===== src/rtl/pic_pkg.sv =====
package pic_pkg;
  localparam int PIC_LEVELS = 8;
  localparam int PIC_LVL_W  = $clog2(PIC_LEVELS);

  typedef enum logic [1:0] {
    CFG_IDLE,
    CFG_BASE,
    CFG_CAS,
    CFG_MODE
  } cfg_state_e;

  typedef struct packed {
    logic                 initAll;
    logic                 loadMask;
    logic                 eoi;
    logic [PIC_LVL_W-1:0] eoiLevel;
    logic                 ackFirst;
    logic                 ackSecond;
  } pic_stb_t;
endpackage


===== src/rtl/pic_datapath.sv =====
module pic_datapath
  import pic_pkg::*;
#(
  parameter int N  = PIC_LEVELS,
  parameter int LW = PIC_LVL_W
) (
  input  logic          clk,
  input  logic          rstN,
  input  logic [N-1:0]  irqReq,
  input  logic [N-1:0]  wrData,
  input  pic_stb_t      stb,
  input  logic          levelTrig,
  input  logic          autoEoi,
  output logic [N-1:0]  irrQ,
  output logic [N-1:0]  isrQ,
  output logic [N-1:0]  maskQ,
  output logic          irqPend,
  output logic [LW-1:0] curLevel,
  output logic [LW-1:0] ackLevel,
  output logic          ackSpur
);
  logic [N-1:0] reqPrev;
  logic [N-1:0] pending;
  logic [N-1:0] covered;
  logic [N-1:0] irrNext;
  logic [N-1:0] isrNext;
  logic         blocked;

  assign pending = irrQ & ~maskQ;

  // Lowest-numbered pending level wins; it is blocked by any in-service bit at or above it.
  always_comb begin
    curLevel = '0;
    for (int i = N - 1; i >= 0; i--) begin
      if (pending[i]) curLevel = LW'(i);
    end
    for (int i = 0; i < N; i++) begin
      covered[i] = (i <= int'(curLevel));
    end
    blocked = |(isrQ & covered);
    irqPend = (|pending) && !blocked;
  end

  always_comb begin
    for (int i = 0; i < N; i++) begin
      irrNext[i] = levelTrig ? irqReq[i] : (irqReq[i] & (irrQ[i] | ~reqPrev[i]));
    end
    if (stb.ackFirst && irqPend && !levelTrig) irrNext[curLevel] = 1'b0;
  end

  always_comb begin
    isrNext = isrQ;
    if (stb.ackFirst && irqPend) isrNext[curLevel] = 1'b1;
    if (stb.ackSecond && autoEoi && !ackSpur) isrNext[ackLevel] = 1'b0;
    if (stb.eoi) isrNext[stb.eoiLevel] = 1'b0;
  end

  always_ff @(posedge clk or negedge rstN) begin
    if (!rstN) begin
      reqPrev  <= '0;
      irrQ     <= '0;
      isrQ     <= '0;
      maskQ    <= '1;
      ackLevel <= '1;
      ackSpur  <= 1'b1;
    end else begin
      reqPrev <= irqReq;
      if (stb.initAll) begin
        irrQ     <= '0;
        isrQ     <= '0;
        maskQ    <= '1;
        ackLevel <= '1;
        ackSpur  <= 1'b1;
      end else begin
        irrQ <= irrNext;
        isrQ <= isrNext;
        if (stb.loadMask) maskQ <= wrData;
        if (stb.ackFirst) begin
          ackLevel <= irqPend ? curLevel : '1;
          ackSpur  <= !irqPend;
        end
      end
    end
  end
endmodule


===== src/rtl/pic_control.sv =====
module pic_control
  import pic_pkg::*;
#(
  parameter int N  = PIC_LEVELS,
  parameter int LW = PIC_LVL_W
) (
  input  logic          clk,
  input  logic          rstN,
  input  logic          wrEn,
  input  logic          addr,
  input  logic [N-1:0]  wrData,
  input  logic          intAck,
  input  logic          slaveMode,
  input  logic [LW-1:0] casIn,
  input  logic          irqPend,
  input  logic [LW-1:0] curLevel,
  input  logic [LW-1:0] ackLevel,
  input  logic          ackSpur,
  input  logic [N-1:0]  irrQ,
  input  logic [N-1:0]  isrQ,
  input  logic [N-1:0]  maskQ,
  output pic_stb_t      stb,
  output logic          levelTrig,
  output logic          autoEoi,
  output logic          irqOut,
  output logic [N-1:0]  rdData,
  output logic [N-1:0]  vecOut,
  output logic          vecValid,
  output logic [LW-1:0] casOut,
  output logic          casDrive
);
  localparam int EOI_OP  = 12;  // upper bits 01100 -> 0x60 + level
  localparam int SEL_IRR = 10;
  localparam int SEL_ISR = 11;

  cfg_state_e     state;
  logic           initDone, needMode, single, readIsr, ackPhase;
  logic [N-1:LW]  baseQ;
  logic [N-1:0]   casCfg;
  logic           cmdWr, dataWr, initCmd, accepted, masterCas;

  assign cmdWr     = wrEn && !addr;
  assign dataWr    = wrEn && addr;
  assign initCmd   = cmdWr && wrData[4];
  assign accepted  = initDone && (!slaveMode || casIn == casCfg[LW-1:0]);
  assign masterCas = !slaveMode && !single;

  always_comb begin
    stb.initAll   = initCmd;
    stb.loadMask  = dataWr && (state == CFG_IDLE);
    stb.eoi       = cmdWr && !wrData[4] && (wrData[N-1:LW] == (N-LW)'(EOI_OP));
    stb.eoiLevel  = wrData[LW-1:0];
    stb.ackFirst  = intAck && accepted && !ackPhase;
    stb.ackSecond = intAck && accepted && ackPhase;
  end

  always_ff @(posedge clk or negedge rstN) begin
    if (!rstN) begin
      state     <= CFG_IDLE;
      initDone  <= 1'b0;
      needMode  <= 1'b0;
      single    <= 1'b0;
      levelTrig <= 1'b0;
      autoEoi   <= 1'b0;
      readIsr   <= 1'b0;
      ackPhase  <= 1'b0;
      baseQ     <= '0;
      casCfg    <= '0;
    end else if (initCmd) begin
      state     <= CFG_BASE;
      initDone  <= 1'b0;
      needMode  <= wrData[0];
      single    <= wrData[1];
      levelTrig <= wrData[3];
      autoEoi   <= 1'b0;
      readIsr   <= 1'b0;
      ackPhase  <= 1'b0;
    end else begin
      if (dataWr) begin
        case (state)
          CFG_BASE: begin
            baseQ <= wrData[N-1:LW];
            if (!single) state <= CFG_CAS;
            else if (needMode) state <= CFG_MODE;
            else begin
              state    <= CFG_IDLE;
              initDone <= 1'b1;
            end
          end
          CFG_CAS: begin
            casCfg <= wrData;
            if (needMode) state <= CFG_MODE;
            else begin
              state    <= CFG_IDLE;
              initDone <= 1'b1;
            end
          end
          CFG_MODE: begin
            autoEoi  <= wrData[1];
            state    <= CFG_IDLE;
            initDone <= 1'b1;
          end
          default: ;
        endcase
      end
      if (cmdWr && wrData == N'(SEL_IRR)) readIsr <= 1'b0;
      if (cmdWr && wrData == N'(SEL_ISR)) readIsr <= 1'b1;
      if (stb.ackFirst) ackPhase <= 1'b1;
      if (stb.ackSecond) ackPhase <= 1'b0;
    end
  end

  assign irqOut   = initDone && irqPend;
  assign casOut   = ackPhase ? ackLevel : curLevel;
  assign casDrive = intAck && initDone && masterCas &&
                    (ackPhase ? (!ackSpur && casCfg[ackLevel]) : (irqPend && casCfg[curLevel]));
  assign vecValid = stb.ackSecond && !(masterCas && !ackSpur && casCfg[ackLevel]);
  assign vecOut   = {baseQ, ackLevel};
  assign rdData   = addr ? maskQ : (readIsr ? isrQ : irrQ);
endmodule


===== src/rtl/irq_prio_ctrl.sv =====
module irq_prio_ctrl
  import pic_pkg::*;
#(
  parameter int N  = PIC_LEVELS,
  parameter int LW = PIC_LVL_W
) (
  input  logic          clk,
  input  logic          rstN,
  input  logic          wrEn,
  input  logic          addr,
  input  logic [N-1:0]  wrData,
  output logic [N-1:0]  rdData,
  input  logic [N-1:0]  irqReq,
  output logic          irqOut,
  input  logic          intAck,
  output logic [N-1:0]  vecOut,
  output logic          vecValid,
  input  logic          slaveMode,
  input  logic [LW-1:0] casIn,
  output logic [LW-1:0] casOut,
  output logic          casDrive
);
  pic_stb_t      stb;
  logic          levelTrig, autoEoi, irqPend, ackSpur;
  logic [LW-1:0] curLevel, ackLevel;
  logic [N-1:0]  irrQ, isrQ, maskQ;

  pic_control #(.N(N), .LW(LW)) u_ctl (
    .clk(clk), .rstN(rstN), .wrEn(wrEn), .addr(addr), .wrData(wrData),
    .intAck(intAck), .slaveMode(slaveMode), .casIn(casIn),
    .irqPend(irqPend), .curLevel(curLevel), .ackLevel(ackLevel), .ackSpur(ackSpur),
    .irrQ(irrQ), .isrQ(isrQ), .maskQ(maskQ),
    .stb(stb), .levelTrig(levelTrig), .autoEoi(autoEoi), .irqOut(irqOut),
    .rdData(rdData), .vecOut(vecOut), .vecValid(vecValid),
    .casOut(casOut), .casDrive(casDrive)
  );

  pic_datapath #(.N(N), .LW(LW)) u_dp (
    .clk(clk), .rstN(rstN), .irqReq(irqReq), .wrData(wrData), .stb(stb),
    .levelTrig(levelTrig), .autoEoi(autoEoi),
    .irrQ(irrQ), .isrQ(isrQ), .maskQ(maskQ), .irqPend(irqPend),
    .curLevel(curLevel), .ackLevel(ackLevel), .ackSpur(ackSpur)
  );
endmodule


===== config.mk =====
export PLATFORM = sky130hd
export DESIGN_NAME = irq_prio_ctrl
export DESIGN_NICKNAME = d
export VERILOG_FILES = /design/src/rtl/pic_pkg.sv /design/src/rtl/pic_datapath.sv /design/src/rtl/pic_control.sv /design/src/rtl/irq_prio_ctrl.sv
export SDC_FILE = /design/constraint.sdc
export NUM_CORES = 1
export LEC_CHECK = 0
export BUFFER_PORTS_ARGS = -buffer_cell sky130_fd_sc_hd__buf_4
export CAP_MARGIN = 30
export CORE_MARGIN = 2
export CORE_UTILIZATION = 30
export CTS_CLUSTER_SIZE = 12
export DETAILED_ROUTE_END_ITERATION = 10
export PLACE_DENSITY_LB_ADDON = 0.25
export SETUP_SLACK_MARGIN = 0.15
export SLEW_MARGIN = 20
export SYNTH_ARGS = -nofsm -noshare
export SYNTH_HDL_FRONTEND = slang
export SYNTH_SLANG_ARGS = --single-unit

===== constraint.sdc =====
create_clock -name clk -period 4.83 [get_ports clk]
set_input_delay 0.966 -clock clk [delete_from_list [all_inputs] [get_ports clk]]
set_output_delay 0.966 -clock clk [all_outputs]
set_load 0.005 [all_outputs]

Yosys cells after proc, flatten, opt, wreduce, memory -nomap -nowiden
Cells that the tools add are included.

Register bits after elaboration: 58. Input bits: 25. Output and inout bits: 22. Logic and storage cells: 190.

Order comparisons: 13. Eq/ne operators: 8. Multiplexer cells: 62. Bitwise logic cells: 35. Reductions and logical operators: 56.

Operator list (count): 8-bit 2-to-1 mux (10); 8-bit AND (5); 3-bit 2-to-1 mux (12); 8-bit inverter (4); 1-bit logical AND (30); 1-bit 2-to-1 mux (29); 8-bit by 4-bit equality test with 1-bit output, second input constant (2); 8-bit OR reduction (2); 3-bit <= comparator, first input constant (4); 3-bit by 4-bit < comparator with 1-bit output, second input constant (3); 1-bit zero test (10); 1-bit demux with 3-bit select (3); 3-bit by 1-bit >= comparator with 1-bit output, second input constant (3); 1-bit inverter (9); 3-bit AND reduction (3); 1-bit AND (8); 2-bit 2-to-1 mux (4); 1-bit OR (8); 8-bit OR (1); 2-bit nonzero test (4); 1-bit binary-select mux with 3-bit select (2); 2-bit by 3-bit <= comparator with 1-bit output, first input constant (2); 2-bit case mux with 3 select lines (1); 3-bit nonzero test (2); 11 further kinds (13).

Logic depth before layout (Yosys ltp)
Gate-level depths: netlist (run 1).

Word-level depth: 22. Mapped depth: 7. Mapped depth without buffers: 6.

Modules after synthesis
A second synthesis (run 1) with hierarchy kept.

Cells, all modules: 353. Area total of the unflattened synthesis: 3442.1 µm².

Modules (own cells, without submodules): pic_datapath (times used 1, cells an instance 206, area an instance 1951.9 µm², sequential area each 915.9 µm²); pic_control (times used 1, cells an instance 147, area an instance 1490.2 µm², sequential area each 550.5 µm²).

Worst setup path before layout (run 1)
OpenSTA, ideal clock, no wires.

Path type: register to output. Start point: register u_dp.maskQ[2]. End point: output casDrive. Arrival: 2.003 ns. Required time: 3.864 ns. Path slack: 1.861 ns. Cell stages (with the launch flop): 8. Path buffers: 1. Cell sequence: dfstp_2 -> nor2b_1 -> buf_2 -> nor4_4 -> a31oi_1 -> a2111oi_4 -> nor3_2 -> a31o_1.

Longest elaborated chain between the ends: 13. Elaborated cells on any way between the ends: 22. Classes of those cells: 7 x order compare; 6 x mux; 3 x bitwise; 6 x reduce/logical.

Ends and longest elaborated chain: start: declaration (line pic_datapath.sv:16) `output logic [N-1:0] maskQ,`; start signal: assignment (line pic_datapath.sv:77) `if (stb.loadMask) maskQ <= wrData;`; 8-bit inverter * (line pic_datapath.sv:29) `assign pending = irrQ & ~maskQ;`; 8-bit AND * (line pic_datapath.sv:29); 3-bit 2-to-1 mux (3 in a row) (line pic_datapath.sv:35) `if (pending[i]) curLevel = LW'(i);`; 1-bit by 3-bit <= comparator with 1-bit output, or another cell as far along (line pic_datapath.sv:38) `covered[i] = (i <= int'(curLevel));`; 8-bit AND (line pic_datapath.sv:40) `blocked = |(isrQ & covered);`; 8-bit OR reduction (line pic_datapath.sv:40); 1-bit zero test (line pic_datapath.sv:41) `irqPend = (|pending) && !blocked;`; 1-bit logical AND (line pic_datapath.sv:41); 1-bit logical AND * (line pic_control.sv:116) `(ackPhase ? (!ackSpur && casCfg[ackLevel]) : (irqPend && casCfg[curLevel]));`; 1-bit 2-to-1 mux * (line pic_control.sv:116); 1-bit logical AND * (line pic_control.sv:115) `assign casDrive = intAck && initDone && masterCas &&`; end: declaration (line irq_prio_ctrl.sv:21) `output logic casDrive`.

Mark *: on every way between the ends. The rest lies on a longest branch, timed or not. The select of a mux whose other input is x is not followed.

Final worst setup path (run 1)
Start point: register u_dp.maskQ[1]. End point: output casDrive.

Longest elaborated chain between the ends: 12. Elaborated cells on any way between the ends: 21. Classes of those cells: 7 x order compare; 5 x mux; 3 x bitwise; 6 x reduce/logical.

Ends and longest elaborated chain (line): 8-bit inverter * (pic_datapath.sv:29); 8-bit AND * (pic_datapath.sv:29); 3-bit 2-to-1 mux (2 in a row) (pic_datapath.sv:35); 1-bit by 3-bit <= comparator with 1-bit output, or another cell as far along (pic_datapath.sv:38); 8-bit AND (pic_datapath.sv:40); 8-bit OR reduction (pic_datapath.sv:40); 1-bit zero test (pic_datapath.sv:41); 1-bit logical AND (pic_datapath.sv:41); 1-bit logical AND * (pic_control.sv:116); 1-bit 2-to-1 mux * (pic_control.sv:116); 1-bit logical AND * (pic_control.sv:115).

Marked as above.

==> results of run 1 <==
worst register-to-register path: stages (launching register included):
cell and delay, ns:
dfrtp_1 0.39, nor2b_1 0.40, nor2_1 0.16, a211oi_1 0.47, o21ai_0 0.34, nor4_2 0.71, a31oi_1 0.23
placed cells by master, fill, tap and decap left out, drive strengths merged, types with 3 or more instances in the layout:
master / netlist / routed
buf: 2 / 49
dfrtp: 46 / 46
nand2: 45 / 45
o21ai: 23 / 23
nor2: 19 / 19
a21oi: 17 / 17
inv: 14 / 14
nor3: 14 / 14
nand3: 13 / 13
clkbuf: 14 / 13
mux2: 12 / 12
dfstp: 12 / 12
mux2i: 10 / 10
nor4: 10 / 10
nor2b: 9 / 9
a221oi: 8 / 8
nand2b: 8 / 8
o311ai: 6 / 6
and2: 6 / 6
and3: 5 / 5
o211ai: 4 / 4
nor4b: 4 / 4
o21a: 4 / 4
ha: 4 / 4
a211oi: 4 / 4
xor2: 3 / 3
a31oi: 3 / 3
a22o: 3 / 3
clkinv: 0 / 3
cells by family after synthesis:
logic type                 Yosys count  synth area share (%)
and+or+nand+nor                    141                  22.9
adders and majority gates            4                  1.49
AOI/OAI and AO/OA                   90                  19.4
DFF                                 58                  43.7
buffers and inverters               30                  3.43
xor gates and xnor gates             3                 0.783
muxes                               24                  8.35
worst max-delay path by stage:
stage	from	end	cells past startpoint
6_report	u_dp.maskQ[1]$_DFFE_PN1P_	casDrive	7
5_1_grt	u_dp.maskQ[4]$_DFFE_PN1P_	casDrive	7
4_1_cts	u_dp.maskQ[1]$_DFFE_PN1P_	casDrive	7
3_5_place_dp	u_dp.maskQ[1]$_DFFE_PN1P_	casDrive	7
3_3_place_gp	u_dp.maskQ[4]$_DFFE_PN1P_	casDrive	7
2_1_floorplan	u_dp.maskQ[2]$_DFFE_PN1P_	casDrive	7
cell type report:
| cell class | instances | share of cell area [%] |
|---|---|---|
| repair buffers | 49 | 9.19 |
| clock inverters | 3 | 0.375 |
| inverters | 14 | 1.31 |
| well taps | 140 | 4.38 |
| multi-input cells | 262 | 44.4 |
| clock buffers | 13 | 3.72 |
| flip-flops and latches | 58 | 36.6 |
power groups by stage:
stage               sequential (mW)  combinational, mW  clock (mW)
floorplan                     0.754              0.541           0
global placement              0.816              0.796           0
detailed placement            0.822              0.808           0
CTS                           0.815              0.811       0.402
global route                  0.838              0.893       0.422
finish                        0.818              0.812       0.392
state kept, by name, summed over array words and instances (netlist names), 2 cells and up:
signal,cells
u_ctl.state,2
u_dp.ackLevel,3
u_dp.maskQ,8
u_dp.reqPrev,8
u_dp.isrQ,8
u_ctl.casCfg,8
u_dp.irrQ,8
u_ctl.baseQ,5
through the flow:
step	setup WS [ns]	utilization, %	hold WS (ns)
global route	0.967	36.8	0.529
CTS	1.11	36.8	0.501
floorplan	1.86	-	0.468
detailed placement	1.49	35.2	0.492
global placement	1.56	35.2	0.484
finish	1.13	36.8	0.499
routing by layer:
metal / wire [um] / vias to the layer above / track usage [%]
li1: - / 1385 / -
met1: 4710 / 1484 / 25.2
met2: 4830 / 101 / 26.8
met3: 521 / 18 / 3.73
met4: 243 / 0 / 7.32
met5: 0 / - / 0
==> summary.md, run 1 <==
| Metric | Value |
|---|---|
| Status | complete, no violations |
| Initial antenna violation count | 0 |
| Placed cell count | about 520 |
| Clock Sinks | slightly below 60 |
| Crit Reg-Reg Endpoint | u_dp.irrQ[3]$_DFF_PN0_ |
| Syn nets | ~380 |
| Clk slew on worst S/H paths | approximately 0.070 ns |
| Fin crit period | 3.70 ns |
| VDD IR max | ~0.00022 V |
| Hold_buf cts | 0 |
| Post-Syn Instances | 350 |
| Die area | 12100 sq um |
| Hold Path End | u_dp.maskQ[6]$_DFFE_PN1P_ |
| Sequential-to-total area share from yosys stat | a little over two fifths |
| Total Wirelength | a little over 10000 um |
| Worst R2R Setup Slack | 1.97 ns |
| Via count | 2988 |
| Synth warn | 0 |
| Crit-path leading delay family | compound AO/OA/AOI/OAI gates |
| Final hold vios | 0 |
| Setup CP Type | reg -> out |
| # IOs | 47 |
| Layout fillers | roughly 1100 |
| Crit path max-delay cell type | a2111oi_4 |
| EDFF count, synth | 0 |
| Dominant cell by count in the synthesized netlist | dfrtp_1 |
| Global router's overall resource usage | about 18% |
| Seq. cell area | about 1500 sq um |
| Syn-to-layout area delta | 19.2% |
| Largest net degree at the start of global routing | 59 |
| Vias in the first global route | 2859 |
| Drt initial violations | roughly 200 |
| Nets | between 400 and 500 |
| Die Y | 110 um |
| Comb power frac | about two fifths |
| Pleak | 1.70 nW |
| Total CTS buffers | 9 |
| Cell Area, Placed | roughly 3800 sq um |
| DIE WIDTH | between 100 and 150 um |
| # diodes | 0 |
| Row count | 38 |
| RSZ-0062 raised after global routing | false |
| Flop pwr share | 40.5% |
| Critical path, cell by cell | nor2b_1, nor4_4, a31oi_1, a2111oi_4, nor3_2, a31o_1, buf_4 |
| Avg Inst Size Synth | ~9.6 sq um |
| Synthesized cell area | roughly 3400 sq um |
| Non-Filler Instances | ~540 |
| Layout cells sized above 1 | between 20% and 30% |
| Port Buffer Count | between 40 and 50 |
| Gpl congestion | 0.917 |
| Design area | roughly 4000 sq um |
| Achievable Freq | around 270 MHz |
| Hpwl dp | 7560 um |
| Critical hold path startpoint | u_dp.maskQ[6]$_DFFE_PN1P_ |
| Critical Path End Type | output port |
| Max stage delay on crit path | about 0.64 ns |
| Psw | about 0.8 mW |
| Worst-path maximum fanout | 8 |
| DRC viols | 0 |
| Final setup fails | 0 |
| Tot Pwr | between 2 and 2.5 mW |
| Largest area contributor in the netlist | dfrtp_1 |
| ANT nets after route | 0 |
| Flops & latches, synth | 58 |
| Max_slew headroom | 42.7% |
| Worst hold path class | reg -> reg |
| CTS root buf | clkbuf_8 |
| Switching Fraction | between 30% and 40% |
| Internal power | ~1.2 mW |
| Top post-synthesis cells by count | 46 x dfrtp_1, 45 x nand2_1, 22 x o21ai_0 |
| CTS tree | built |
| Power per cell area | around 510 nW/um^2 |
| Clock skew | around 0.0088 ns |
| Core ar. | between 10000 and 15000 sq um |
| Hold Crit Depth | 2 |
| Synth Flop Type | dfrtp_1 |
| Final period util | about three quarters |
| Asr flop ratio synth | 100% |
| Worst-Margin Slew | 0.853 ns |
| Max-slew violations | 0 |
| Synth top area cells | dfrtp_1 34%, dfstp_2 9.4%, nand2_1 5.0% |
| Drt wl/cell | ~19 um |
| Post_cts resized | 0 |
| Buffers and inverters on the worst path | 1 |
| Initial Util | 30.8% |
| Global route overflow | 0 |
| Clock share of power | about 19% |
| Unique masters post-synth | 59 |
| Number of max-cap violations | 0 |
| Vias per cell | around 5.5 |
| RR Startpoint | u_dp.irrQ[5]$_DFF_PN0_ |
| Critical Path RT | ~3.9 ns |
| Setup total negative slack | 0 ns |
| R2R cell count | 6 |
| Area of the multi-input gates | approximately 1800 sq um |
| Critical Path AT | between 2 and 3 ns |
| Critical path startpoint category | flop |
| Wire length of the first global-routing pass | ~16000 um |
| Clock tree buffer depth | 2 |
| Maximum level of the CTS H-tree | 3 |
| Clk Latency, worst-skew pair | between 0.3 and 0.4 ns |
| Setup bufs post-CTS | 0 |
| First-pass detailed-route iteration total | 5 |
| Yosys top cell area share | between 30% and 40% |
(Power assumes the default switching activity.)
==> run 2: changes to the inputs <==
--- a/config.mk
+++ b/config.mk
@@ -5,6 +5,7 @@
 export SDC_FILE = /design/constraint.sdc
 export NUM_CORES = 1
 export LEC_CHECK = 0
+export ABC_AREA = 1
 export BUFFER_PORTS_ARGS = -buffer_cell sky130_fd_sc_hd__buf_4
 export CAP_MARGIN = 30
 export CORE_MARGIN = 2
==> constraint.sdc (replaced) <==
create_clock -name clk -period 3.1 [get_ports clk]
set_input_delay 0.62 -clock clk [delete_from_list [all_inputs] [get_ports clk]]
set_output_delay 0.62 -clock clk [all_outputs]
set_load 0.005 [all_outputs]
==> run 2 against run 1 <==
Compared with the run above: total power up 96%; via count up 6.2%; register-to-register slack worse by 1.1 ns; highest routed layer unchanged; critical endpoint unchanged; clock skew down 0.0010 ns; combinational power up 95%; die area up 2.6%; critical path depth up 9; routed wire length down 2.3%; core utilization up 1.7 points; area after synthesis up 2.7%; non-clock buffer count up 7; clock power rose to 3.0 times the previous value.
==> summary.md, run 2 <==
| Metric | Value |
|---|---|
| Maximum level of the CTS H-tree | 3 (unchanged) |
| Power per cell area | 911 nW/um^2 (was 506 nW/um^2) |
| Synthesized cell area | 3450 sq um (was 3360 sq um) |
| Vias per cell | 4.97 (was 5.54) |
| Layout cells sized above 1 | 27.1% (was 25.6%) |
| Max-slew violations | 0 (unchanged) |
| Clock tree buffer depth | 2 (unchanged) |
| Hold_buf cts | 0 (unchanged) |
| Largest net degree at the start of global routing | 59 (unchanged) |
| Die area | 12400 sq um (was 12100 sq um) |
| Worst-Margin Slew | 0.768 ns (was 0.853 ns) |
| Avg Inst Size Synth | 7.87 sq um (was 9.59 sq um) |
| Unique masters post-synth | 38 (was 59) |
| Setup Slack @ Placement | 0.612 ns (was 1.49 ns) |
| Syn nets | 467 (was 379) |
| Most frequent cells in the layout | 80 x nand2_1, 62 x inv_1, 55 x buf_4, 46 x dfrtp_1, 45 x o21ai_0 (was 49 x buf_4, 46 x dfrtp_1, 45 x nand2_1, 22 x o21ai_0, 19 x nor2_1) |
| EDFF count, synth | 0 (unchanged) |
| # IOs | 47 (unchanged) |
| Critical path startpoint | u_dp.maskQ[6]$_DFFE_PN1P_ (was u_dp.maskQ[1]$_DFFE_PN1P_) |
| Critical Path RT | 2.48 ns (was 3.86 ns) |
| RSZ-0062 raised after global routing | false (unchanged) |
| Hpwl dp | 7400 um (was 7560 um) |
| Synth warn | 0 (unchanged) |
| Top post-synthesis cells by count | 86 x nand2_1, 62 x inv_1, 46 x dfrtp_1 (was 46 x dfrtp_1, 45 x nand2_1, 22 x o21ai_0) |
| # diodes | 0 (unchanged) |
| Clk Latency, worst-skew pair | 0.33 ns (was 0.34 ns) |
| Clock Sinks | 58 (unchanged) |
| Worst R2R Setup Slack | 0.85 ns (was 1.97 ns) |
| Design area | 4350 sq um (was 4000 sq um) |
| Achievable Freq | 352 MHz |
| Total CTS buffers | 9 (unchanged) |
| Asr flop ratio synth | 100% (unchanged) |
| Area of the multi-input gates | 1680 sq um (was 1780 sq um) |
| Yosys top cell area share | 33.4% (was 34.3%) |
| Commonest non-fill, non-tap cell in the layout | nand2_1 (was buf_4) |
| Setup total negative slack | 0 ns (unchanged) |
| Critical path startpoint category | flop (unchanged) |
| Clock skew | 0.00773 ns (was 0.00875 ns) |
| Core ar. | 11300 sq um (was 10900 sq um) |
| R2R cell count | 17 (was 6) |
| Gpl congestion | 0.822 (was 0.917) |
| Worst-path maximum fanout | 6 (was 8) |
| Wire length of the first global-routing pass | 16600 um (was 16000 um) |
| Final setup fails | 0 (unchanged) |
| Row count | 39 (was 38) |
| Global router's overall resource usage | 16.9% (was 18.0%) |
| Setup CP Type | reg -> out (unchanged) |
| Critical Path End Type | output port (unchanged) |
| Layout fillers | 1187 (was 1106) |
| Vias in the first global route | 3127 (was 2859) |
| Critical Path AT | 2.22 ns (was 2.74 ns) |
| First-pass detailed-route iteration total | 6 (was 5) |
| CTS tree | built (unchanged) |
| Crit Reg-Reg Endpoint | u_dp.irrQ[6]$_DFF_PN0_ (was u_dp.irrQ[3]$_DFF_PN0_) |
| Synth Flop Type | dfrtp_1 (unchanged) |
| Global route overflow | 0 (unchanged) |
| Clk slew on worst S/H paths | 0.05 ns (was 0.07 ns) |
| VDD IR max | 0.000306 V (was 0.000223 V) |
| Cell Area, Placed | 3930 sq um (was 3840 sq um) |
| Final hold vios | 0 (unchanged) |
| Via count | 3172 (was 2988) |
| Initial Util | 30.5% (was 30.8%) |
| Last element of the critical path | casDrive (unchanged) |
| Port Buffer Count | 46 (unchanged) |
| Drt wl/cell | 15.8 um (was 19.1 um) |
| Max_slew headroom | 48.8% (was 42.7%) |
| Initial antenna violation count | 0 (unchanged) |
| Drt initial violations | 210 (was 195) |
| DIE WIDTH | 111 um (was 110 um) |
| Fin crit period | 2.84 ns |
| Status | complete, no violations (unchanged) |
| ANT nets after route | 0 (unchanged) |
| Nets | 519 (was 423) |
| Die Y | 111 um (was 110 um) |
| Total Wirelength | 10100 um (was 10300 um) |
| RR Startpoint | u_dp.maskQ[5]$_DFFE_PN1P_ (was u_dp.irrQ[5]$_DFF_PN0_) |
| Syn-to-layout area delta | 26.3% (was 19.2%) |
| Fin Hold WS | 0.361 ns (was 0.499 ns) |
| Number of max-cap violations | 0 (unchanged) |
| Final period util | 91.7% |
| Worst hold path class | in -> async (was reg -> reg) |
| Seq. cell area | 1470 sq um (unchanged) |
| Dominant cell by count in the synthesized netlist | nand2_1 (was dfrtp_1) |
| Sequential-to-total area share from yosys stat | 42.5% (was 43.7%) |
| Largest area contributor in the netlist | dfrtp_1 (unchanged) |
| Post-Syn Instances | 438 (was 350) |
| Pleak | 2.11 nW (was 1.70 nW) |
| Setup ws final | 0.256 ns (was 1.13 ns) |
| DRC viols | 0 (unchanged) |
| Synth top area cells | dfrtp_1 33%, nand2_1 9.4%, dfstp_2 9.1% (was dfrtp_1 34%, dfstp_2 9.4%, nand2_1 5.0%) |
| Flops & latches, synth | 58 (unchanged) |
| CTS root buf | clkbuf_16 (was clkbuf_8) |
==> run 2: cell types whose count changed in the layout (fill, tap and decap cells not counted), sizes merged, moves of 14 or more <==
cell	delta
nand4	+14
nor2	+16
nand2	+52
nand3	+24
o21ai	+24
inv	+54
==> run 2: what timing repair did <==
item	in CTS	in global routing
gates resized for setup	0	15
setup buffers	0	5
endpoints found under the setup margin	0	2
==> run 2: worst min-delay path by stage <==
stage | start | endpoint
after floorplan | rstN | u_ctl.ackPhase$_DFFE_PN0P_
after global placement | u_ctl.casCfg[3]$_DFFE_PN0P_ | u_ctl.casCfg[3]$_DFFE_PN0P_
after detailed placement | u_ctl.baseQ[4]$_DFFE_PN0P_ | u_ctl.baseQ[4]$_DFFE_PN0P_
after CTS | rstN | u_ctl.baseQ[3]$_DFFE_PN0P_
after global routing | irqReq[6] | u_dp.reqPrev[6]$_DFF_PN0_
final | rstN | u_ctl.baseQ[7]$_DFFE_PN0P_
==> run 2: critical path: stages, from the launching register on <==
cell	delay, ns
dfstp_2	0.51
inv_1	0.06
nand2_2	0.07
nand2_1	0.05
nand2_1	0.05
nand2_1	0.06
nand2_1	0.07
nand2_2	0.06
nand2_4	0.10
nand2_4	0.09
buf_6	0.14
nand3b_1	0.07
nand2_1	0.05
nor2_1	0.14
nand3_2	0.11
a21oi_2	0.15
buf_4	0.12
==> run 2: layout make-up <==
class                      count  area share (%)
clock buffer                  11            5.57
clock inverter                 5            2.36
inverter                      68            5.92
multi-input combinational    297            38.6
sequential                    58            33.7
tap                          143            4.11
timing repair buffer          56            9.74
==> run 2: cell families (layout without fill, tap and decap cells) <==
kind of cell	Yosys count	in the layout	synth area share [%]
simple gates	192	192	27.4
compound gates	98	98	18.0
buf+inv	83	140	9.80
flops	58	58	42.5
fa+ha+maj	4	4	1.45
xor+xnor	3	3	0.762
==> run 2: per-layer routing <==
| layer | global-route usage (%) | wire (um) | vias up |
|---|---|---|---|
| li1 | - | - | 1564 |
| met1 | 23.4 | 4850 | 1525 |
| met2 | 26.1 | 4630 | 71 |
| met3 | 3.39 | 395 | 12 |
| met4 | 6.50 | 201 | 0 |
| met5 | 0 | 0 | - |
==> run 2: where the power goes <==
group	internal, mW	switching (mW)	total (mW)
clock network	0.805	0.351	1.16
registers	1.03	0.196	1.23
logic	0.616	0.967	1.58
total	2.45	1.51	3.97
==> run 2: metrics by stage <==
stage / power [mW] / instances / utilization [%]
after floorplan: 2.24 / 438 / -
after global placement: 2.69 / 617 / 34.7
after detailed placement: 2.72 / 617 / 34.7
after CTS: 3.90 / 633 / 37.8
after global routing: 4.24 / 638 / 38.5
final: 3.97 / 638 / 38.5
